**config.mk**
```make
export PLATFORM = sky130hd
export DESIGN_NAME = mpy_unit
export DESIGN_NICKNAME = d
export VERILOG_FILES = /design/src/rtl/mpy_pkg.sv /design/src/rtl/mpy_decode.sv /design/src/rtl/mpy_flags.sv /design/src/rtl/mpy_pipe.sv /design/src/rtl/mpy_unit.sv
export SDC_FILE = /design/constraint.sdc
export NUM_CORES = 2
export LEC_CHECK = 0
export BUFFER_PORTS_ARGS = -buffer_cell sky130_fd_sc_hd__buf_2
export CORE_MARGIN = 1
export CORE_UTILIZATION = 41
export DETAILED_ROUTE_END_ITERATION = 6
export HOLD_SLACK_MARGIN = 0.12
export PLACE_DENSITY_LB_ADDON = 0.08
export SETUP_SLACK_MARGIN = 0.1
export SYNTH_ARGS = -nofsm -noshare
export SYNTH_HDL_FRONTEND = slang
export SYNTH_HIERARCHICAL = 1
export SYNTH_SLANG_ARGS = --single-unit
export TNS_END_PERCENT = 20
```
**constraint.sdc**
```tcl
create_clock -name clk -period 8.8 [get_ports clk]
set_input_delay 0.88 -clock clk [delete_from_list [all_inputs] [get_ports clk]]
set_output_delay 0.88 -clock clk [all_outputs]
set_load 0.02 [all_outputs]
```
**src/rtl/mpy_pkg.sv**
```systemverilog
package mpy_pkg;

    localparam int WORD_W = 32;
    localparam int OP_W   = 5;

    localparam logic [OP_W-1:0] OPC_LO   = 5'h08;
    localparam logic [OP_W-1:0] OPC_HI_U = 5'h0a;
    localparam logic [OP_W-1:0] OPC_HI_S = 5'h0b;

    typedef logic [WORD_W-1:0]          word_t;
    typedef logic signed [WORD_W:0]     ext_t;
    typedef logic signed [2*WORD_W-1:0] wide_t;

    // request as captured at acceptance
    typedef struct packed {
        logic hi_sel;
        logic flag_en;
        ext_t a_ext;
        ext_t b_ext;
    } mul_req_t;

    // product travelling down the delay stages
    typedef struct packed {
        logic  hi_sel;
        logic  flag_en;
        wide_t prod;
    } mul_prod_t;

    typedef struct packed {
        logic zero;
        logic neg;
    } res_flags_t;

    function automatic logic is_mul_op(logic [OP_W-1:0] op);
        return (op == OPC_LO) || (op == OPC_HI_U) || (op == OPC_HI_S);
    endfunction

    function automatic ext_t extend(word_t v, logic sgn);
        return {sgn & v[WORD_W-1], v};
    endfunction

    function automatic mul_req_t build_req(logic [OP_W-1:0] op, word_t a, word_t b);
        mul_req_t r;
        logic     sgn;
        sgn       = (op == OPC_HI_S);
        r.hi_sel  = (op != OPC_LO);
        r.flag_en = (op != OPC_HI_U);
        r.a_ext   = extend(a, sgn);
        r.b_ext   = extend(b, sgn);
        return r;
    endfunction

endpackage

```
**src/rtl/mpy_decode.sv**
```systemverilog
module mpy_decode
    import mpy_pkg::*;
#(
    parameter bit ENABLED = 1'b1
) (
    input  logic            start_i,
    input  logic [OP_W-1:0] op_i,
    input  word_t           a_i,
    input  word_t           b_i,
    input  logic            busy_i,
    output logic            accept_o,
    output logic            trap_o,
    output mul_req_t        req_o
);

    logic mul_hit;

    always_comb begin
        mul_hit  = start_i && is_mul_op(op_i);
        accept_o = ENABLED && mul_hit && !busy_i;
        trap_o   = !ENABLED && mul_hit;
        req_o    = build_req(op_i, a_i, b_i);
    end

endmodule

```
**src/rtl/mpy_flags.sv**
```systemverilog
module mpy_flags
    import mpy_pkg::*;
(
    input  word_t      word_i,
    output res_flags_t flags_o
);

    always_comb begin
        flags_o.zero = (word_i == '0);
        flags_o.neg  = word_i[WORD_W-1];
    end

endmodule

```
**src/rtl/mpy_pipe.sv**
```systemverilog
module mpy_pipe
    import mpy_pkg::*;
#(
    parameter int STAGES = 2
) (
    input  logic     clk,
    input  logic     rst,
    input  logic     accept_i,
    input  mul_req_t req_i,
    output word_t    result_o,
    output logic     valid_o,
    output logic     busy_o,
    output logic     flag_we_o,
    output logic     zero_o,
    output logic     neg_o
);

    localparam int LAST = STAGES - 1;

    mul_req_t   req_q;
    logic [STAGES:0] vld;
    mul_prod_t  prod_c;
    mul_prod_t  prod_last;
    word_t      sel_word;
    res_flags_t flags_c;
    word_t      res_q;
    logic       fwe_q;
    res_flags_t flags_q;

    // operand capture
    always_ff @(posedge clk) begin
        if (accept_i) begin
            req_q <= req_i;
        end
    end

    // occupancy track, one bit per stage
    always_ff @(posedge clk) begin
        if (rst) begin
            vld <= '0;
        end else begin
            vld <= {vld[STAGES-1:0], accept_i};
        end
    end

    always_comb begin
        prod_c.hi_sel  = req_q.hi_sel;
        prod_c.flag_en = req_q.flag_en;
        prod_c.prod    = $signed(req_q.a_ext) * $signed(req_q.b_ext);
    end

    generate
        if (STAGES > 1) begin : g_dly
            mul_prod_t prod_q [1:LAST];
            always_ff @(posedge clk) begin
                prod_q[1] <= prod_c;
                for (int j = 2; j <= LAST; j++) begin
                    prod_q[j] <= prod_q[j-1];
                end
            end
            assign prod_last = prod_q[LAST];
        end else begin : g_nodly
            assign prod_last = prod_c;
        end
    endgenerate

    assign sel_word = prod_last.hi_sel ? prod_last.prod[2*WORD_W-1:WORD_W]
                                       : prod_last.prod[WORD_W-1:0];

    mpy_flags u_flags (
        .word_i  (sel_word),
        .flags_o (flags_c)
    );

    always_ff @(posedge clk) begin
        if (vld[LAST]) begin
            res_q   <= sel_word;
            fwe_q   <= prod_last.flag_en;
            flags_q <= flags_c;
        end
    end

    assign valid_o   = vld[STAGES];
    assign busy_o    = |vld[LAST:0];
    assign result_o  = res_q;
    assign flag_we_o = valid_o && fwe_q;
    assign zero_o    = flags_q.zero;
    assign neg_o     = flags_q.neg;

endmodule

```
**src/rtl/mpy_unit.sv**
```systemverilog
module mpy_unit
    import mpy_pkg::*;
#(
    parameter int EXTRA_CLOCKS = 2
) (
    input  logic        clk,
    input  logic        rst,
    input  logic        start_i,
    input  logic [4:0]  op_i,
    input  logic [31:0] a_i,
    input  logic [31:0] b_i,
    output logic [31:0] result_o,
    output logic        valid_o,
    output logic        busy_o,
    output logic        illegal_o,
    output logic        flag_we_o,
    output logic        zero_o,
    output logic        neg_o
);

    logic     accept;
    logic     trap;
    mul_req_t req;
    logic     illegal_q;

    mpy_decode #(
        .ENABLED (EXTRA_CLOCKS > 0)
    ) u_decode (
        .start_i  (start_i),
        .op_i     (op_i),
        .a_i      (a_i),
        .b_i      (b_i),
        .busy_i   (busy_o),
        .accept_o (accept),
        .trap_o   (trap),
        .req_o    (req)
    );

    generate
        if (EXTRA_CLOCKS > 0) begin : g_on
            mpy_pipe #(
                .STAGES (EXTRA_CLOCKS)
            ) u_pipe (
                .clk       (clk),
                .rst       (rst),
                .accept_i  (accept),
                .req_i     (req),
                .result_o  (result_o),
                .valid_o   (valid_o),
                .busy_o    (busy_o),
                .flag_we_o (flag_we_o),
                .zero_o    (zero_o),
                .neg_o     (neg_o)
            );
        end else begin : g_off
            assign result_o  = '0;
            assign valid_o   = 1'b0;
            assign busy_o    = 1'b0;
            assign flag_we_o = 1'b0;
            assign zero_o    = 1'b0;
            assign neg_o     = 1'b0;
        end
    endgenerate

    always_ff @(posedge clk) begin
        if (rst) begin
            illegal_q <= 1'b0;
        end else begin
            illegal_q <= trap;
        end
    end

    assign illegal_o = illegal_q;

endmodule

```
; ---- Word level (Yosys, flattened, before mapping)
; Memories as Yosys holds them, arrays and structs flattened.
; Index checks and enable logic that the tools add are counted.
[word_totals]
latch_bits = 0
mem_bits_ro = 0
output_inout_bits = 38
n_memories = 1
regBits = 106
mem_bits_rw = 66
elab_cells = 27
[memory_table]
columns = memory, words, width, rd, rd_clocked_by_memory_dff, wr, line
row1 = g_on.u_pipe.g_dly.prod_q, 1, 66, 1, 0, 1, mpy_pipe.sv:54  ; mul_prod_t prod_q [1:LAST];
[op_classes]
div = 0
shifts = 0
n_mux = 1
eq_ne = 5
n_addsub = 0
bitwise_logic = 2
magnitude_cmp = 0
n_mul = 1
reduce_logical = 8
[ops]
columns = cell, n
row1 = multiplier 33 x 33 -> 64 bit, 1
row2 = logical NOT 32 bit, 1
row3 = two-way mux 32 bit, 1
row4 = == test 5 x 4 -> 1 bit (second input constant), 3
row5 = inequality test 5 x 4 -> 1 bit (second input constant), 2
row6 = logical AND 1 bit, 3
row7 = AND 1 bit, 2
row8 = logical OR 1 bit, 2
row9 = OR reduction 2 bit, 1
row10 = logical NOT 1 bit, 1

; ---- Depth between registers and ports, before layout
[logic_depth]
depth_word = 5
mapped_depth = 29
depth_no_buf = 27

; ---- Hierarchy
; Netlist, hierarchy kept.
[modules_own_cells]
columns = mod, instances, seq_area_each_um2, cells_each, area_per_inst_um2
row1 = mpy_pipe, 1, 4474.3, 4310, 42943.7
row2 = mpy_decode, 1, 0.0, 74, 559.3
row3 = mpy_flags, 1, 0.0, 12, 80.1
row4 = mpy_unit, 1, 20.0, 2, 33.8

; ---- Worst setup path before layout
; OpenSTA, ideal clock, no wires.
[synth_path]
path_kind = register to register
from = register g_on.u_pipe/req_q[65] (netlist name)
to = memory g_on.u_pipe/g_dly.prod_q[1][63] (netlist name)
path_slack_ns = 0.760
n_path_buf = 1
setup_time_ns = 0.128
stages_incl_launch_ff = 27
t_arrival_ns = 7.912
cell_sequence = edfxtp_1 clkbuf_1 nand2_1 inv_1 fa_1 fa_1 fa_1 inv_1 fa_1 inv_1 fa_1 fa_1 fa_1 inv_1 fa_1 inv_1 ha_1 and3_1 nand2_1 nor2_1 a221oi_2 o21ai_1 or3b_1 o221ai_2 a21oi_4 nor4_1 nor3_2
[synth_lines]
columns = item, line
row1 = start: declaration, mpy_pipe.sv:20  ; mul_req_t req_q;
row2 = start signal: assignment, mpy_pipe.sv:33  ; req_q <= req_i;
row3 = end: declaration, mpy_pipe.sv:54

==> flow_summary.toml <==
[outcome]
status = "finished, final reports clean"

[sta]
max_freq_ghz = 0.120
hold_violations = 0
setup_violations = 0
relSlewSlack_pct = 22.1
period_share_pct = 94.8
rsz0062_at_grt = "false"
skew_ns = 0.0295
setup-tns-final_ns = 0
post-route-min-period_ns = 8.34
slew_viol_final = 0
tightest_slew_ns = 1.17

[global_routing]
antenna_found_initial = 0
grt_pass1_wl_um = 191000
met3_usage_pct = 2.44
grtUsageMet2_pct = 39.5
grt-ovfl-total = 0
grt_max_degree = 51
use_met1_pct = 33.8
grt_pass1_vias = 31300
grt_use_total_pct = 23.6
busiest_layer = "met2"

[critical_path]
rr_startpoint = "g_on.u_pipe/req_q[9]"
rr_worst_depth = 26
worstPathRequired_ns = 9.20
cp-startpoint = "g_on.u_pipe/req_q[9]"
crit_path_start_kind = "register"
reg2reg_to = "g_on.u_pipe/g_dly.prod_q[1][63]"
critPathKind = "register to register"
critical_path_arrival_ns = 8.74
reg2reg_slack_ns = 0.46
end_kind = "register"
path_max_fanout = 18

[clock_network]
htreeDepth = 4
path_clk_slew_ns = 0.10
cts_buffers = 17
tritoncts = "yes"
clk_latency_ns = 0.52
postCtsHoldBufs = 0
cts_sinks = 173
cts-root-buf = "clkbuf_16"
cts.path.max_buffers = 2

[finish]
final_common_cell = "fa_1"
mostFrequentLayoutCells = "1,125 x fa_1, 1,077 x inv_1, 552 x and2_1"
drive_above_1_share_pct = 7.93
area_growth_syn_to_layout_pct = 6.57
final_nets = 5810

[hold_path]
min_path_cells = 0
worst_hold_path.endpoint = "g_on.u_pipe/g_dly.prod_q[1][64]"
hp-start = "g_on.u_pipe/prod_c[64]"
hold_class = "register to register"

[synthesis]
syn-num-nets = 5807
yosysSeqAreaShare_pct = 10.3
synth_edf_count = 103
synth-simple-area-share_pct = 14.7
synth_compound_area_share_pct = 2.73
ys_ff_latch = 173
synth_mux_area_share_pct = 0.875
ys.flop_type = "edfxtp_1"
syn_inst = 4398
synth_top_family_by_area = "adder cells"
yosys_warnings = 6
synth_fa_ha_area_share_pct = 57.7
synth_xor_area_share_pct = 1.49
ys_async_sr_fraction_pct = 0
synth_area_um2 = 43600
synth.avg_cell_area_um2 = 9.92
ys_types = 72

[floorplan]
die_h_um = 328
dieArea_um2 = 108000
pin_count = 110
die_w_um = 328
rows = 119
start_util_pct = 41.4
core_area_um2 = 105000

[place]
gp_congestion = 0.862
hpwlAfterDp_um = 103000
io_buffer_count = 109

[routing]
first_iter_violations = 1374
wl_per_cell_um = 20.7
drc_errors = 0
routed_wl_um = 120000
via_count = 28000
drtPass1Iterations = 5
via_per_inst = 4.82
final_antenna_net_count = 0

[job]
maxCapViolations = 0
-- logic make-up after synthesis --
group / count (synthesis)
other: 1
and+or+nand+nor: 1247
muxes: 34
xor gates and xnor gates: 74
adders and majority gates: 1337
buffers and inverters: 1353
AOI/OAI and AO/OA: 179
DFF: 173
-- cell usage after synthesis, drive strengths merged, types with 9 or more instances --
cell type     n  share of area [%]
and3          9               0.13
o21ai        34               0.41
and2        552                7.9
nand2       541                4.7
nand2b       14               0.20
nor4          9               0.14
ha          212                6.1
edfxtp      103                7.1
fa         1125                 52
nand3        12               0.15
xor2         15               0.30
a211oi       10               0.18
nor2         36               0.31
nor3         12               0.16
a21oi        69               0.83
clkbuf      204                1.8
buf          71                1.2
o21bai       11               0.19
nand4         9               0.13
inv        1078                9.3
mux2         33               0.85
xnor2        59                1.2
nor2b        36               0.53
dfxtp        70                3.2
a21o         11               0.19
-- sequential cells by signal (all words and copies together), names as in the netlist --
name	count
g_on.u_pipe/vld	3
g_on.u_pipe/req_q	66
g_on.u_pipe/prod_c	2
illegal_o	1
g_on.u_pipe/result_o	32
g_on.u_pipe/neg_o	1
g_on.u_pipe/g_dly.prod_q	66
g_on.u_pipe/zero_o	1
g_on.u_pipe/fwe_q	1
-- what timing repair did --
item                                    4_1_cts  5_1_grt
resized for setup                             0        1
buffers inserted                              0        7
endpoints found under the setup margin        0        5
-- layer usage --
metal  routed length (um)  up-vias
met1                56200    14900
li1                     -    12600
met2                58800      435
met3                 3970       54
met4                 1260        0
met5                    0        -
-- area by class of cell --
type                    count  area, um^2
fillers                 10400       58900
multi-input cells        2872       33800
flip-flops and latches    173        4490
inverters                1078        4050
repair buffers            259        1780
well taps                1391        1740
clock buffers              17         425
clock inverters            15         180
diodes                      2        5.00
-- worst max-delay path, stage by stage (launching register included) --
cell and delay (ns):
edfxtp_1 0.81, buf_4 0.39, nand2_1 0.12, fa_1 0.58, inv_1 0.05, fa_1 0.45
fa_1 0.51, inv_1 0.06, fa_1 0.46, fa_1 0.51, inv_1 0.05, fa_1 0.52
fa_1 0.50, inv_1 0.05, fa_1 0.51, inv_1 0.06, ha_1 0.40, and3_1 0.28
and2_1 0.17, o211ai_2 0.16, a21oi_2 0.26, o211ai_2 0.19, a2111oi_4 0.45, o221ai_2 0.21
a21oi_4 0.18, and4_1 0.22, nor3_2 0.04
-- metrics by stage --
stage	instances	hold WS [ns]	utilization [%]	setup WS, ns	instance area (um^2)
6_report	5807	0.344	44.1	0.461	46500
5_1_grt	5805	0.356	44.1	0.118	46500
4_1_cts	5798	0.346	44.0	0.330	46400
3_5_place_dp	5766	0.327	43.5	0.374	45800
3_3_place_gp	5766	0.328	43.5	0.465	45800
2_1_floorplan	4398	0.323	-	0.760	43600
-- worst max path at each step --
| stage | slack, ns | endpoint | cells after the start |
|---|---|---|---|
| floorplan | 0.76 | g_on.u_pipe/g_dly.prod_q[1][63] | 26 |
| global placement | 0.46 | g_on.u_pipe/g_dly.prod_q[1][62] | 25 |
| finish | 0.46 | g_on.u_pipe/g_dly.prod_q[1][63] | 26 |
| CTS | 0.33 | g_on.u_pipe/g_dly.prod_q[1][62] | 25 |
| detailed placement | 0.37 | g_on.u_pipe/g_dly.prod_q[1][62] | 25 |
| global route | 0.12 | g_on.u_pipe/g_dly.prod_q[1][62] | 25 |
Power is left out: the tool's default activity adds up to more than one toggle a clock period on the data nets, which glitch-free logic cannot reach.
